**src/rtl/usb_port_pkg.sv**
```systemverilog
package usb_port_pkg;
  localparam int unsigned REG_W     = 16;
  localparam int unsigned B_CONN    = 0;
  localparam int unsigned B_EN      = 2;
  localparam int unsigned B_LINE_LO = 4;
  localparam int unsigned B_ONE     = 7;
  localparam int unsigned B_PRST    = 9;
  localparam int unsigned B_OC      = 11;
  localparam int unsigned B_SUSP    = 12;

  typedef struct packed {
    logic prst;
    logic en;
    logic susp;
    logic oc_clr;
  } port_wr_t;
endpackage

```
**src/rtl/port_redetect.sv**
```systemverilog
module port_redetect #(
  parameter int unsigned DET_CYCLES = 255
) (
  input  logic clk_i,
  input  logic rst_ni,
  input  logic connect_i,
  input  logic hold_i,
  output logic ready_o
);
  localparam int unsigned CW = $clog2(DET_CYCLES + 1);
  localparam logic [CW-1:0] LAST = CW'(DET_CYCLES - 1);

  logic [CW-1:0] cnt_q;
  logic          rdy_q;

  always_ff @(posedge clk_i or negedge rst_ni) begin
    if (!rst_ni) begin
      cnt_q <= '0;
      rdy_q <= 1'b0;
    end else if (!connect_i || hold_i) begin
      cnt_q <= '0;
      rdy_q <= 1'b0;
    end else if (!rdy_q) begin
      if (cnt_q == LAST) rdy_q <= 1'b1;
      else               cnt_q <= cnt_q + 1'b1;
    end
  end

  assign ready_o = rdy_q;
endmodule

```
**src/rtl/port_oc_detect.sv**
```systemverilog
module port_oc_detect #(
  parameter int unsigned SYNC_STAGES = 2
) (
  input  logic clk_i,
  input  logic rst_ni,
  input  logic oc_i,
  input  logic clr_i,
  output logic flag_o
);
  logic [SYNC_STAGES-1:0] sync_q;
  logic                   prev_q;
  logic                   flag_q;
  logic                   edge_w;

  for (genvar i = 0; i < SYNC_STAGES; i++) begin : g_sync
    always_ff @(posedge clk_i or negedge rst_ni) begin
      if (!rst_ni) sync_q[i] <= 1'b0;
      else if (i == 0) sync_q[i] <= oc_i;
      else sync_q[i] <= sync_q[(i == 0) ? 0 : i-1];
    end
  end

  assign edge_w = sync_q[SYNC_STAGES-1] & ~prev_q;

  always_ff @(posedge clk_i or negedge rst_ni) begin
    if (!rst_ni) begin
      prev_q <= 1'b0;
      flag_q <= 1'b0;
    end else begin
      prev_q <= sync_q[SYNC_STAGES-1];
      // set has priority over clear
      if (edge_w)     flag_q <= 1'b1;
      else if (clr_i) flag_q <= 1'b0;
    end
  end

  assign flag_o = flag_q;
endmodule

```
**src/rtl/port_state_ctl.sv**
```systemverilog
module port_state_ctl
  import usb_port_pkg::*;
(
  input  logic     clk_i,
  input  logic     rst_ni,
  input  logic     wr_i,
  input  port_wr_t wd_i,
  input  logic     ready_i,
  input  logic     busy_i,
  input  logic     gsusp_i,
  output logic     prst_o,
  output logic     en_o,
  output logic     susp_o,
  output logic     pend_o
);
  logic prst_q, en_q, susp_q, pend_q;
  logic prst_d, en_d, susp_d, pend_d;
  logic req_w;

  assign req_w = wr_i & wd_i.susp & ~gsusp_i & ~susp_q & ~pend_q;

  always_comb begin
    prst_d = wr_i ? wd_i.prst : prst_q;

    if (prst_d)    en_d = 1'b0;
    else if (wr_i) en_d = wd_i.en & (en_q | ready_i);
    else           en_d = en_q;

    susp_d = susp_q;
    pend_d = pend_q;
    if (!en_d) begin
      susp_d = 1'b0;
      pend_d = 1'b0;
    end else if (wr_i && !wd_i.susp) begin
      susp_d = 1'b0;
      pend_d = 1'b0;
    end else if (req_w) begin
      if (busy_i) pend_d = 1'b1;
      else        susp_d = 1'b1;
    end else if (pend_q && !busy_i) begin
      susp_d = 1'b1;
      pend_d = 1'b0;
    end
  end

  always_ff @(posedge clk_i or negedge rst_ni) begin
    if (!rst_ni) begin
      prst_q <= 1'b0;
      en_q   <= 1'b0;
      susp_q <= 1'b0;
      pend_q <= 1'b0;
    end else begin
      prst_q <= prst_d;
      en_q   <= en_d;
      susp_q <= susp_d;
      pend_q <= pend_d;
    end
  end

  assign prst_o = prst_q;
  assign en_o   = en_q;
  assign susp_o = susp_q;
  assign pend_o = pend_q;
endmodule

```
**src/rtl/usb_port_sc.sv**
```systemverilog
module usb_port_sc
  import usb_port_pkg::*;
#(
  parameter int unsigned CLK_MHZ     = 48,
  parameter int unsigned DET_NS      = 5300,
  parameter int unsigned SYNC_STAGES = 2
) (
  input  logic             clk_i,
  input  logic             rst_ni,
  input  logic             wr_en_i,
  input  logic [1:0]       wr_be_i,
  input  logic [REG_W-1:0] wr_data_i,
  output logic [REG_W-1:0] rd_data_o,
  input  logic             connect_i,
  input  logic [1:0]       line_state_i,
  input  logic             oc_i,
  input  logic             xact_busy_i,
  input  logic             gsusp_i,
  output logic             port_en_o,
  output logic             port_susp_o,
  output logic             port_rst_o,
  output logic             down_block_o
);
  localparam int unsigned DET_RAW    = CLK_MHZ * DET_NS / 1000;
  localparam int unsigned DET_CYCLES = (DET_RAW < 1) ? 1 : DET_RAW;

  logic     wr_full;
  port_wr_t wd;
  logic     det_ready, prst, en, susp, susp_pend, oc_flag;
  logic     unused_wd;

  assign wr_full   = wr_en_i & (&wr_be_i);
  assign wd.prst   = wr_data_i[B_PRST];
  assign wd.en     = wr_data_i[B_EN];
  assign wd.susp   = wr_data_i[B_SUSP];
  assign wd.oc_clr = wr_data_i[B_OC];
  assign unused_wd = ^{wr_data_i[15:13], wr_data_i[10], wr_data_i[8:3], wr_data_i[1:0]};

  port_redetect #(.DET_CYCLES(DET_CYCLES)) u_det (
    .clk_i     (clk_i),
    .rst_ni    (rst_ni),
    .connect_i (connect_i),
    .hold_i    (prst),
    .ready_o   (det_ready)
  );

  port_oc_detect #(.SYNC_STAGES(SYNC_STAGES)) u_oc (
    .clk_i  (clk_i),
    .rst_ni (rst_ni),
    .oc_i   (oc_i),
    .clr_i  (wr_full & wd.oc_clr),
    .flag_o (oc_flag)
  );

  port_state_ctl u_ctl (
    .clk_i   (clk_i),
    .rst_ni  (rst_ni),
    .wr_i    (wr_full),
    .wd_i    (wd),
    .ready_i (det_ready),
    .busy_i  (xact_busy_i),
    .gsusp_i (gsusp_i),
    .prst_o  (prst),
    .en_o    (en),
    .susp_o  (susp),
    .pend_o  (susp_pend)
  );

  always_comb begin
    rd_data_o                      = '0;
    rd_data_o[B_CONN]              = connect_i;
    rd_data_o[B_EN]                = en;
    rd_data_o[B_LINE_LO+1:B_LINE_LO] = line_state_i;
    rd_data_o[B_ONE]               = 1'b1;
    rd_data_o[B_PRST]              = prst;
    rd_data_o[B_OC]                = oc_flag;
    rd_data_o[B_SUSP]              = susp;
  end

  assign port_en_o    = en & ~susp;
  assign port_susp_o  = susp;
  assign port_rst_o   = prst;
  assign down_block_o = susp;
endmodule


```
**config.mk**
```make
export PLATFORM = sky130hd
export DESIGN_NAME = usb_port_sc
export DESIGN_NICKNAME = d
export VERILOG_FILES = /design/src/rtl/usb_port_pkg.sv /design/src/rtl/port_redetect.sv /design/src/rtl/port_oc_detect.sv /design/src/rtl/port_state_ctl.sv /design/src/rtl/usb_port_sc.sv
export SDC_FILE = /design/constraint.sdc
export NUM_CORES = 1
export LEC_CHECK = 0
export BUFFER_PORTS_ARGS = -buffer_cell sky130_fd_sc_hd__buf_2
export CAP_MARGIN = 25
export CORE_MARGIN = 2
export CORE_UTILIZATION = 40
export CTS_CLUSTER_SIZE = 8
export DETAILED_ROUTE_END_ITERATION = 10
export PLACE_DENSITY = 0.68
export RECOVER_POWER = 100
export SETUP_SLACK_MARGIN = 0.15
export SLEW_MARGIN = 20
export SYNTH_ARGS = -nofsm -noshare
export SYNTH_HDL_FRONTEND = slang
export SYNTH_SLANG_ARGS = --single-unit
```
**constraint.sdc**
```tcl
create_clock -name clk_i -period 2.8 [get_ports clk_i]
set_input_delay 0.7 -clock clk_i [delete_from_list [all_inputs] [get_ports clk_i]]
set_output_delay 0.7 -clock clk_i [all_outputs]
set_load 0.01 [all_outputs]
```
---- Word-level counts from Yosys, hierarchy flattened ----
Index checks and enable logic that the tools add are counted.
word-level totals
  bits in registers ....................... 17
  output and inout bits ................... 20
  word-level logic and storage cells ...... 63
operators by class
  add/subtract/negate cells ............... 1
  equal/unequal tests ..................... 6
  multiplexer cells ....................... 21
  bitwise gates (word level) .............. 14
  reduce and logical (&&, ||, !) cells .... 11
operators by type and width
  cell                                            count
  2-to-1 mux 8 bit                                3
  2-to-1 mux 1 bit                                18
  != test 4 bit (second input constant)           3
  bitwise AND 1 bit                               9
  adder 8 x 1 -> 8 bit (second input constant)    1
  equality test 8 bit (second input constant)     1
  AND reduction 2 bit                             4
  NOT 1 bit                                       4
  zero test 1 bit                                 3
  logical AND 1 bit                               2
  != test 2 x 1 -> 1 bit (second input constant)  1
  != test 2 bit (second input constant)           1
  nonzero test 2 bit                              1
  logical OR 1 bit                                1
  OR 1 bit                                        1

---- Logic depth before layout (Yosys ltp) ----
Gate-level depths: netlist (run 1).
  word-level depth ........................ 9
  mapped depth ............................ 6
  depth with buffers taken out ............ 6

---- Hierarchy ----
Synthesis (run 1) repeated with hierarchy kept, for this count alone.
second synthesis, totals
  cell total of the unflattened synthesis .. 97
  area total of the unflattened synthesis .. 965.9 sq um
modules (own cells, without submodules)
  module          times used  cells each  area an instance (sq um)
  port_redetect   1           52          509.2
  port_state_ctl  1           16          178.9
  usb_port_sc     1           22          157.7
  port_oc_detect  1           7           120.1

---- Worst setup path before layout (run 1) ----
No wires, ideal clock.
  path type ............................... input to output
  start ................................... input port connect_i
  end ..................................... output port rd_data_o[0]
  data arrival time ....................... 0.819 ns
  data required time ...................... 2.100 ns
  slack ................................... 1.281 ns
  stages .................................. 1
  buffers on the path ..................... 1
  path through ............................ buf_4
RTL lines
  element          RTL line           text
  start, declared  usb_port_sc.sv:14  input logic connect_i,
  end, declared    usb_port_sc.sv:13  output logic [REG_W-1:0] rd_data_o,
No word-level cell between the ends.

---- Final worst setup path (run 1) ----
  start ................................... register u_ctl.susp_q (netlist: u_ctl.susp_o)
  end ..................................... output port port_en_o
between the ends
  longest elaborated chain between the ends .. 2
RTL lines
  element                 RTL line              text
  start, declared         port_state_ctl.sv:16  logic prst_q, en_q, susp_q, pend_q;
  start signal, assigned  port_state_ctl.sv:55  susp_q <= susp_d;
  NOT 1 bit               usb_port_sc.sv:80     assign port_en_o = en & ~susp;
  bitwise AND 1 bit       usb_port_sc.sv:80
  end, declared           usb_port_sc.sv:19     output logic port_en_o,
Every way passes these cells.

==> results.toml, run 1 <==
[detailed_routing]
drtIter0Drc = 5
via_count = 695
wl_mm = 1.60
drcViolationCount = 0
drt-vias-per-instance = 4.89
dr.pass1.iters = 4
wire_per_inst_um = 11.3
ant_nets = 0

[finish]
synthToLayoutAreaGrowth_pct = 2.49
mostFrequentLayoutCells = "dfrtp_1, nand2_1, buf_2"
nets = 144
final_util = 0.438
num_antenna_cells = 0
drive_gt1_frac = 0.132
layout_commonest_cell = "dfrtp_1"

[die]
die-area_um2 = 2790
core_area_um2 = 2230
ios = 47
die_w_um = 52.8
rows = 17
initial_core_util = 0.427
die_h_um = 52.8

[place]
gp_congestion = 0.752
dp_slack_ns = 1.17
io_buffers = 21
dpl.hpwl_mm = 1.16

[clock_network]
cts_setup_buffers = 0
cts.clk_slew.worst_paths_ns = 0.11
clkSinkCount = 17
postCtsHoldBufs = 0
cts_tree = "done"
cts_max_level = 1
cts_buffers = 3
cts_buffer_depth = 2
clk_latency_ns = 0.30
cts_resized = 0
root_buffer = "clkbuf_4"

[synthesis]
synth_compound_area_frac = 0.129
synthSimpleGateAreaFrac = 0.202
synthAdderAreaFrac = 0.0262
avgSynthCellArea_um2 = 9.44
syn_area_um2 = 953
muxShareOfSynthArea = 0.0105
synth_top_family_by_area = "simple AND/OR/NAND/NOR gates"
ys_seq_area_frac = 0.446
synthDistinctLibCells = 30
netlist.area_leader.share = 0.446
ys_ff_latch = 17
synth-xor-area-share = 0.00919
synth_area_leaders = "dfrtp_1, buf_4, nand2_1"
synthCells = 101
synth_top_area_cell = "dfrtp_1"
yosysWarningCount = 0

[setup_path]
path_cells = "nor2b_1 > clkbuf_1"
path_class = "reg2out"
reg2reg_slack_ns = 1.23
cp.arrival_ns = 1.01
slowest_stage = "dfrtp_1"
worst_setup_path_start_kind = "flip-flop"
critPathMaxStageDelay_ns = 0.44
cp-end-kind = "primary output"
crit_required_ns = 2.10
critPathMaxFanout = 6

[global_route]
antenna_found_initial = 0
grt_max_degree = 18
grt_pass1_vias = 603
grt_usage = 0.128
overflow = 0
grt_pass1_wl_mm = 2.47

[sta]
worst_slack_ns = 1.09
rsz0062_at_grt = "false"
period_needed_ns = 1.71
relSlewSlack = 0.396
fmax_mhz = 584
finalHoldViolations = 0
setup_viol = 0
fin_crit_sh = 0.612
drv_slew = 0
setup_tns_ns = 0
max_slew.worst_pin.slew_ns = 0.906
fin_skew_ns = 0.00562
hold_ws_ns = 0.364

[job]
max-cap-violations = 0

[power_and_ir_drop]
p_leak_nw = 0.478
peakVddDrop_v = 0.000285
power.density_nw_per_um2 = 465
p_total_mw = 0.455

[outcome]
outcome = "finished, final reports clean"

[min_path]
hold_path_class = "reg2reg"
Yosys cell counts:
master and number:
buf_4 17, dfrtp_1 17, nand2_1 11, nor2_1 6, a21oi_1 5, inv_1 5, nand3_1 4, and3_1 3
nor3b_1 3, o21ai_0 3, a211oi_1 2, a31oi_1 2, conb_1 2, ha_1 2, nor2b_1 2, nor3_1 2
o21bai_1 2, a31oi_4 1, and2_1 1, and4b_1 1, buf_6 1, clkbuf_1 1, mux2i_1 1, nand2b_1 1
nand3b_1 1, nand4_1 1, nor4b_1 1, o2111a_1 1, o31ai_1 1, xnor2_1 1
final timing paths:
kind / startpoint / endpoint / cells past startpoint
setup / recovery: u_ctl.susp_o / port_en_o / 2
hold / removal: u_oc.sync_q[0] / u_oc.sync_q[1] / 0
setup reg to reg: u_det.cnt_q[0] / u_det.cnt_q[0] / 5
hold reg to reg: u_oc.sync_q[0] / u_oc.sync_q[1] / 0
max in group asynchronous: rst_ni / u_det.cnt_q[5] / 1
min in group asynchronous: rst_ni / u_ctl.prst_o / 1
final cells by class:
| class | count | area, um^2 |
|---|---|---|
| Fill cell | 224 | 1260 |
| Inverter | 5 | 18.8 |
| Multi-Input combinational cell | 67 | 378 |
| Clock buffer | 3 | 22.5 |
| Sequential cell | 17 | 425 |
| Tap cell | 28 | 35.0 |
| Timing Repair Buffer | 21 | 92.6 |
| Clock inverter | 1 | 5.00 |
per-stage QoR:
step,std cells,cell area (um^2)
6_report,142,977
5_1_grt,142,977
4_1_cts,142,1000
3_5_place_dp,138,977
3_3_place_gp,138,977
2_1_floorplan,108,980
power by group:
part	leakage [nW]	internal [mW]	switching, mW	total (mW)
clock	0.0177	0.0533	0.0838	0.137
combinational	0.238	0.0197	0.0346	0.0544
sequential	0.223	0.255	0.00808	0.263
state kept, by name, indices dropped and copies added (netlist names):
register	cells
u_ctl.susp_o	1
u_ctl.en_o	1
u_det.cnt_q	8
u_det.ready_o	1
u_oc.sync_q	2
u_ctl.prst_o	1
u_ctl.pend_o	1
u_oc.prev_q	1
u_oc.flag_o	1
layer usage:
| layer | part of all wire | global-route usage |
|---|---|---|
| met5 | 0 | 0 |
| met3 | 0.098 | 0.0600 |
| met2 | 0.45 | 0.213 |
| met4 | 0.015 | 0.0513 |
| met1 | 0.44 | 0.139 |
worst max-delay path: cells and delay by family, from the launching register on:
kind	cells	cell delay (ns)
buf+inv	1	0.15
simple gates	1	0.12
flops	1	0.44
kinds of logic after synthesis:
family          count (synthesis)
fa+ha+maj                       2
other cells                     2
simple gates                   37
mux                             1
xor+xnor                        1
buf+inv                        24
compound gates                 17
flops                          17
Note: power is estimated with default switching activity, not from simulation.
==> inputs of run 2 (changes only) <==
--- a/config.mk
+++ b/config.mk
@@ -5,13 +5,14 @@
 export SDC_FILE = /design/constraint.sdc
 export NUM_CORES = 1
 export LEC_CHECK = 0
+export ABC_AREA = 1
 export BUFFER_PORTS_ARGS = -buffer_cell sky130_fd_sc_hd__buf_2
 export CAP_MARGIN = 25
 export CORE_MARGIN = 2
 export CORE_UTILIZATION = 40
 export CTS_CLUSTER_SIZE = 8
 export DETAILED_ROUTE_END_ITERATION = 10
-export PLACE_DENSITY = 0.68
+export PLACE_DENSITY = 0.7
 export RECOVER_POWER = 100
 export SETUP_SLACK_MARGIN = 0.15
 export SLEW_MARGIN = 20
==> constraint.sdc (replaced) <==
create_clock -name clk_i -period 1.46 [get_ports clk_i]
set_input_delay 0.365 -clock clk_i [delete_from_list [all_inputs] [get_ports clk_i]]
set_output_delay 0.365 -clock clk_i [all_outputs]
set_load 0.01 [all_outputs]
==> results.toml, run 2 <==
[clock_network]
clkSinkCount = 17
cts_buffer_depth = 2
cts_max_level = 1
cts_tree = "done"
root_buffer = "clkbuf_4"
cts.clk_slew.worst_paths_ns = 0.11
clk_latency_ns = 0.30
cts_buffers = 3

[die]
core_area_um2 = 2450
initial_core_util = 0.417
ios = 47
die-area_um2 = 2980
rows = 18
die_h_um = 54.6
die_w_um = 54.6

[power_and_ir_drop]
p_leak_nw = 0.613
sw_frac_of_total = 0.280
power.density_nw_per_um2 = 744
internal-power_mw = 0.638
switchingPower_mw = 0.248
seq_power_share = 0.562
combPwrFrac = 0.137
peakVddDrop_v = 0.000622
power.share.clock = 0.301

[synthesis]
netlist.area_leader.share = 0.415
ys_seq_area_frac = 0.415
syn_area_um2 = 1020
synth-edff-count = 0
synthCells = 138
synth_area_leaders = "dfrtp_1, nand2_1, buf_4"
yosys.cell_count.top_type = "nand2_1"
synth-main-ff-cell = "dfrtp_1"
synthArstFlopShare = 1.00
synth_commonest_cells = "nand2_1, buf_4, dfrtp_1, inv_1, nor2_1"
avgSynthCellArea_um2 = 7.43
synth_top_area_cell = "dfrtp_1"
ys_ff_latch = 17
synthDistinctLibCells = 18
yosysWarningCount = 0

[finish]
largestRegisters = "u_det.cnt_q: 8 flops, u_oc.sync_q: 2 flops"
num_antenna_cells = 0
drive_gt1_frac = 0.296
final_util = 0.485
synthToLayoutAreaGrowth_pct = 16.1
largest_reg_flops = 8
top_register = "u_det.cnt_q"
nets = 189
multiInputGateArea_um2 = 473
n_fill_cell = 260
layout_commonest_cell = "nand2_1"
seqCellArea_um2 = 429
mostFrequentLayoutCells = "nand2_1, dfrtp_1, nor2_1, inv_1"

[sta]
fin_crit_sh = 0.935
fin_skew_ns = 0.00536
setup_tns_ns = 0
rsz0062_at_grt = "true"
setup_viol = 0
finalHoldViolations = 0
fmax_mhz = 733
period_needed_ns = 1.36
drv_slew = 0

[setup_path]
path_cells = "inv_2 > ha_4 > inv_2 > nor2_4 > nand2_2 > nand2_2 > nand2_2 > inv_8 > nand2_1 > nand2_1"
reg2regPathDepth = 10
reg2reg_slack_ns = 0.1
startpoint = "u_det.cnt_q[1]"
worst_setup_path_start_kind = "flip-flop"
path_class = "reg2reg"
cp.arrival_ns = 1.60
cpMostUsedCell = "nand2_2"
critPathMaxStageDelay_ns = 0.41
cp-end-kind = "flip-flop"
r2r_start = "u_det.cnt_q[1]"
critPathMaxFanout = 8
crit_required_ns = 1.70
slowest_stage = "dfrtp_1"
r2r-end = "u_det.cnt_q[2]"

[place]
gp_congestion = 0.869
dpl.hpwl_mm = 1.40
io_buffers = 21

[min_path]
hp-start = "oc_i"
min_to = "u_oc.sync_q[0]"
hold_path_class = "in2reg"
min_path_cells = 1

[detailed_routing]
drcViolationCount = 0
via_count = 861
wl_mm = 2.02
wire_per_inst_um = 10.7
ant_nets = 0
drt-vias-per-instance = 4.56
drtIter0Drc = 9
dr.pass1.iters = 4

[global_route]
overflow = 0
grt_max_degree = 18
grt_pass1_wl_mm = 2.95
grt_pass1_vias = 796
antenna_found_initial = 0
grt_usage = 0.136

[outcome]
outcome = "finished, final reports clean"

[job]
max-cap-violations = 0
[run 2: changes by cell type in the layout (fill, tap and decap cells not counted), sizes merged, moves of 2 or more]
| cell | previous run | this run |
|---|---|---|
| a21oi | 5 | 3 |
| a211oi | 2 | 0 |
| nor2b | 2 | 0 |
| nor2 | 6 | 15 |
| a31oi | 3 | 0 |
| nor3b | 3 | 0 |
| nand3 | 4 | 9 |
| o21bai | 2 | 0 |
| xor2 | 0 | 3 |
| buf | 11 | 15 |
| nor3 | 2 | 0 |
| nand2 | 11 | 46 |
| inv | 5 | 19 |
| and3 | 3 | 0 |
[run 2: per-stage QoR]
step,total power [mW],area [um^2],hold WS [ns],worst slack [ns],std cells
finish,0.886,1190,0.164,0.0950,189
global route,0.943,1190,0.142,0.0185,189
CTS,0.894,1150,0.157,0.120,189
detailed placement,0.612,1070,0.310,0.122,180
global placement,0.609,1070,0.303,0.177,180
floorplan,0.594,1050,0.0694,0.280,145
[run 2: critical path, delay by kind of cell, from the launching register on]
| family | cells | cell delay (ns) |
|---|---|---|
| adder cells (fa/ha/maj) | 1 | 0.13 |
| buffers and inverters | 3 | 0.25 |
| flip-flops | 1 | 0.41 |
| AND/OR/NAND/NOR | 6 | 0.51 |
[run 2: cell type report]
type / count / share of cell area
Sequential cell: 17 / 0.361
Tap cell: 30 / 0.0315
Inverter: 19 / 0.0662
Clock inverter: 1 / 0.00631
Clock buffer: 3 / 0.0189
Multi-Input combinational cell: 92 / 0.397
Timing Repair Buffer: 27 / 0.119
[run 2: cell families (layout without fill, tap and decap cells)]
family                   count (synthesis)  count (layout)  synth area share
adder cells (fa/ha/maj)                  2               2            0.0244
AO/OA/AOI/OAI                            6               6            0.0293
AND/OR/NAND/NOR                         72              72             0.299
buffers and inverters                   36              50             0.199
other                                    2               9           0.00733
XOR/XNOR                                 3               3            0.0256
flip-flops                              17              17             0.415
[run 2: what timing repair did]
item,in CTS,in global routing
hold endpoints to repair,17,0
setup buffers,4,0
hold buffers,1,0
pin swaps,4,9
resized for setup,5,19
endpoints found under the setup margin,9,9
[run 2: how the worst max path moves through the flow]
stage                endpoint  slack (ns)
6_report       u_det.cnt_q[2]         0.1
5_1_grt             port_en_o        0.02
4_1_cts             port_en_o        0.12
3_5_place_dp   u_det.cnt_q[3]        0.12
3_3_place_gp   u_det.cnt_q[6]        0.18
2_1_floorplan  u_det.cnt_q[6]        0.28
[run 2: layer usage]
metal / vias up / track usage / share of wire
met2: 26 / 0.248 / 0.51
li1: 432 / - / -
met4: 0 / 0.0708 / 0.019
met5: - / 0 / 0
met3: 6 / 0.0355 / 0.058
met1: 397 / 0.141 / 0.42
[run 2: power groups by stage]
stage,Sequential (mW),Combinational [mW],Clock [mW]
final,0.498,0.122,0.266
after global routing,0.500,0.142,0.301
after CTS,0.495,0.123,0.276
after detailed placement,0.506,0.106,0
after global placement,0.505,0.103,0
after floorplan,0.507,0.0873,0
==> inputs of run 3 (changes only) <==
--- a/config.mk
+++ b/config.mk
@@ -12,6 +12,7 @@
 export CORE_UTILIZATION = 40
 export CTS_CLUSTER_SIZE = 8
 export DETAILED_ROUTE_END_ITERATION = 10
+export MAX_ROUTING_LAYER = met4
 export PLACE_DENSITY = 0.7
 export RECOVER_POWER = 100
 export SETUP_SLACK_MARGIN = 0.15
==> results.toml, run 3 (synthesis results as in run 2) <==
[clock_network]
root_buffer = "clkbuf_4"
cts_buffer_depth = 2
cts_buffers = 3
clk_latency_ns = 0.30
clkSinkCount = 17
cts_max_level = 1
cts_tree = "done"
cts.clk_slew.worst_paths_ns = 0.11

[finish]
drive_gt1_frac = 0.296
synthToLayoutAreaGrowth_pct = 16.1
layout_commonest_cell = "nand2_1"
largestRegisters = "u_det.cnt_q: 8 flops, u_oc.sync_q: 2 flops"
top_register = "u_det.cnt_q"
largest_reg_flops = 8
nets = 189
final_util = 0.485
mostFrequentLayoutCells = "nand2_1, dfrtp_1, nor2_1, inv_1"
num_antenna_cells = 0

[global_route]
grt_pass1_wl_mm = 2.95
use_met3 = 0.0355
grt_usage = 0.140
grt_max_degree = 18
antenna_found_initial = 0
busiest_layer = "met2"
grt_util_met2 = 0.248
grt_pass1_vias = 796
overflow = 0
grtUsageMet1 = 0.141

[power_and_ir_drop]
power.density_nw_per_um2 = 744
power.share.clock = 0.301
internal-power_mw = 0.638
switchingPower_mw = 0.248
peakVddDrop_v = 0.000622
p_total_mw = 0.886
combPwrFrac = 0.137
p_leak_nw = 0.613
seq_power_share = 0.562
sw_frac_of_total = 0.280

[detailed_routing]
via_count = 863
drt-vias-per-instance = 4.57
wire_per_inst_um = 10.7
drcViolationCount = 0
ant_nets = 0
wl_mm = 2.02
dr.pass1.iters = 4
drtIter0Drc = 9

[outcome]
outcome = "finished, final reports clean"

[sta]
hold_ws_ns = 0.163
period_needed_ns = 1.36
setup_tns_ns = 0
fin_skew_ns = 0.00566
fmax_mhz = 734
fin_crit_sh = 0.934
drv_slew = 0
rsz0062_at_grt = "true"
setup_viol = 0
finalHoldViolations = 0

[place]
io_buffers = 21
gp_congestion = 0.883
dpl.hpwl_mm = 1.40

[job]
max-cap-violations = 0

[die]
rows = 18
die_h_um = 54.6
initial_core_util = 0.417
die_w_um = 54.6
ios = 47
die-area_um2 = 2980
core_area_um2 = 2450

[min_path]
hold_path_class = "in2reg"
min_path_cells = 1

[setup_path]
reg2regPathDepth = 10
cp.arrival_ns = 1.60
critPathMaxFanout = 8
cp-end-kind = "flip-flop"
crit_required_ns = 1.70
worst_setup_path_start_kind = "flip-flop"
path_class = "reg2reg"
[run 3: cell counts in the layout (fill, tap and decap cells not counted)]
Identical to the previous run, type by type.
[run 3: layer usage]
layer | up-vias | part of all wire
li1 | 432 | -
met1 | 399 | 0.41
met2 | 26 | 0.51
met3 | 6 | 0.058
met4 | 0 | 0.019
met5 | - | 0
[run 3: final timing paths]
kind                           startpoint              to  slack (ns)
max                        u_det.cnt_q[1]  u_det.cnt_q[2]         0.1
min                                  oc_i  u_oc.sync_q[0]        0.16
max reg2reg                u_det.cnt_q[1]  u_det.cnt_q[2]         0.1
min reg2reg                u_oc.sync_q[0]  u_oc.sync_q[1]        0.36
max in group asynchronous          rst_ni  u_det.cnt_q[2]        0.63
min in group asynchronous          rst_ni  u_det.cnt_q[1]        0.52
[run 3: cell type report]
| cell class | count | area, um^2 |
|---|---|---|
| Multi-Input combinational cell | 92 | 473 |
| Clock inverter | 1 | 7.51 |
| Sequential cell | 17 | 429 |
| Fill cell | 260 | 1260 |
| Timing Repair Buffer | 27 | 141 |
| Clock buffer | 3 | 22.5 |
| Inverter | 19 | 78.8 |
| Tap cell | 30 | 37.5 |
[run 3: repair_timing]
item                                    in CTS  in global routing
pin swaps                                    4                  9
hold endpoints to repair                    17                  0
resized for setup                            5                 19
endpoints found under the setup margin       9                  9
hold buffers                                 1                  0
buffers inserted                             4                  0
[run 3: metrics by stage]
step                cells  cell area (um^2)  setup WS (ns)
global route          189              1190         0.0185
finish                189              1190         0.0968
detailed placement    180              1070          0.122
global placement      180              1070          0.177
floorplan             145              1050          0.280
CTS                   189              1150          0.120
[run 3: critical path, cell delays in order (launching register included)]
cell	delay, ns
dfrtp_1	0.41
inv_2	0.09
ha_4	0.13
inv_2	0.04
nor2_4	0.12
nand2_2	0.08
nand2_2	0.07
nand2_2	0.13
inv_8	0.12
nand2_1	0.05
nand2_1	0.06
[run 3: power by group through the flow]
stage          sequential, mW  clock (mW)  combinational (mW)
2_1_floorplan           0.507           0              0.0873
3_3_place_gp            0.505           0               0.103
3_5_place_dp            0.506           0               0.106
4_1_cts                 0.495       0.276               0.123
5_1_grt                 0.500       0.301               0.142
6_report                0.498       0.267               0.121
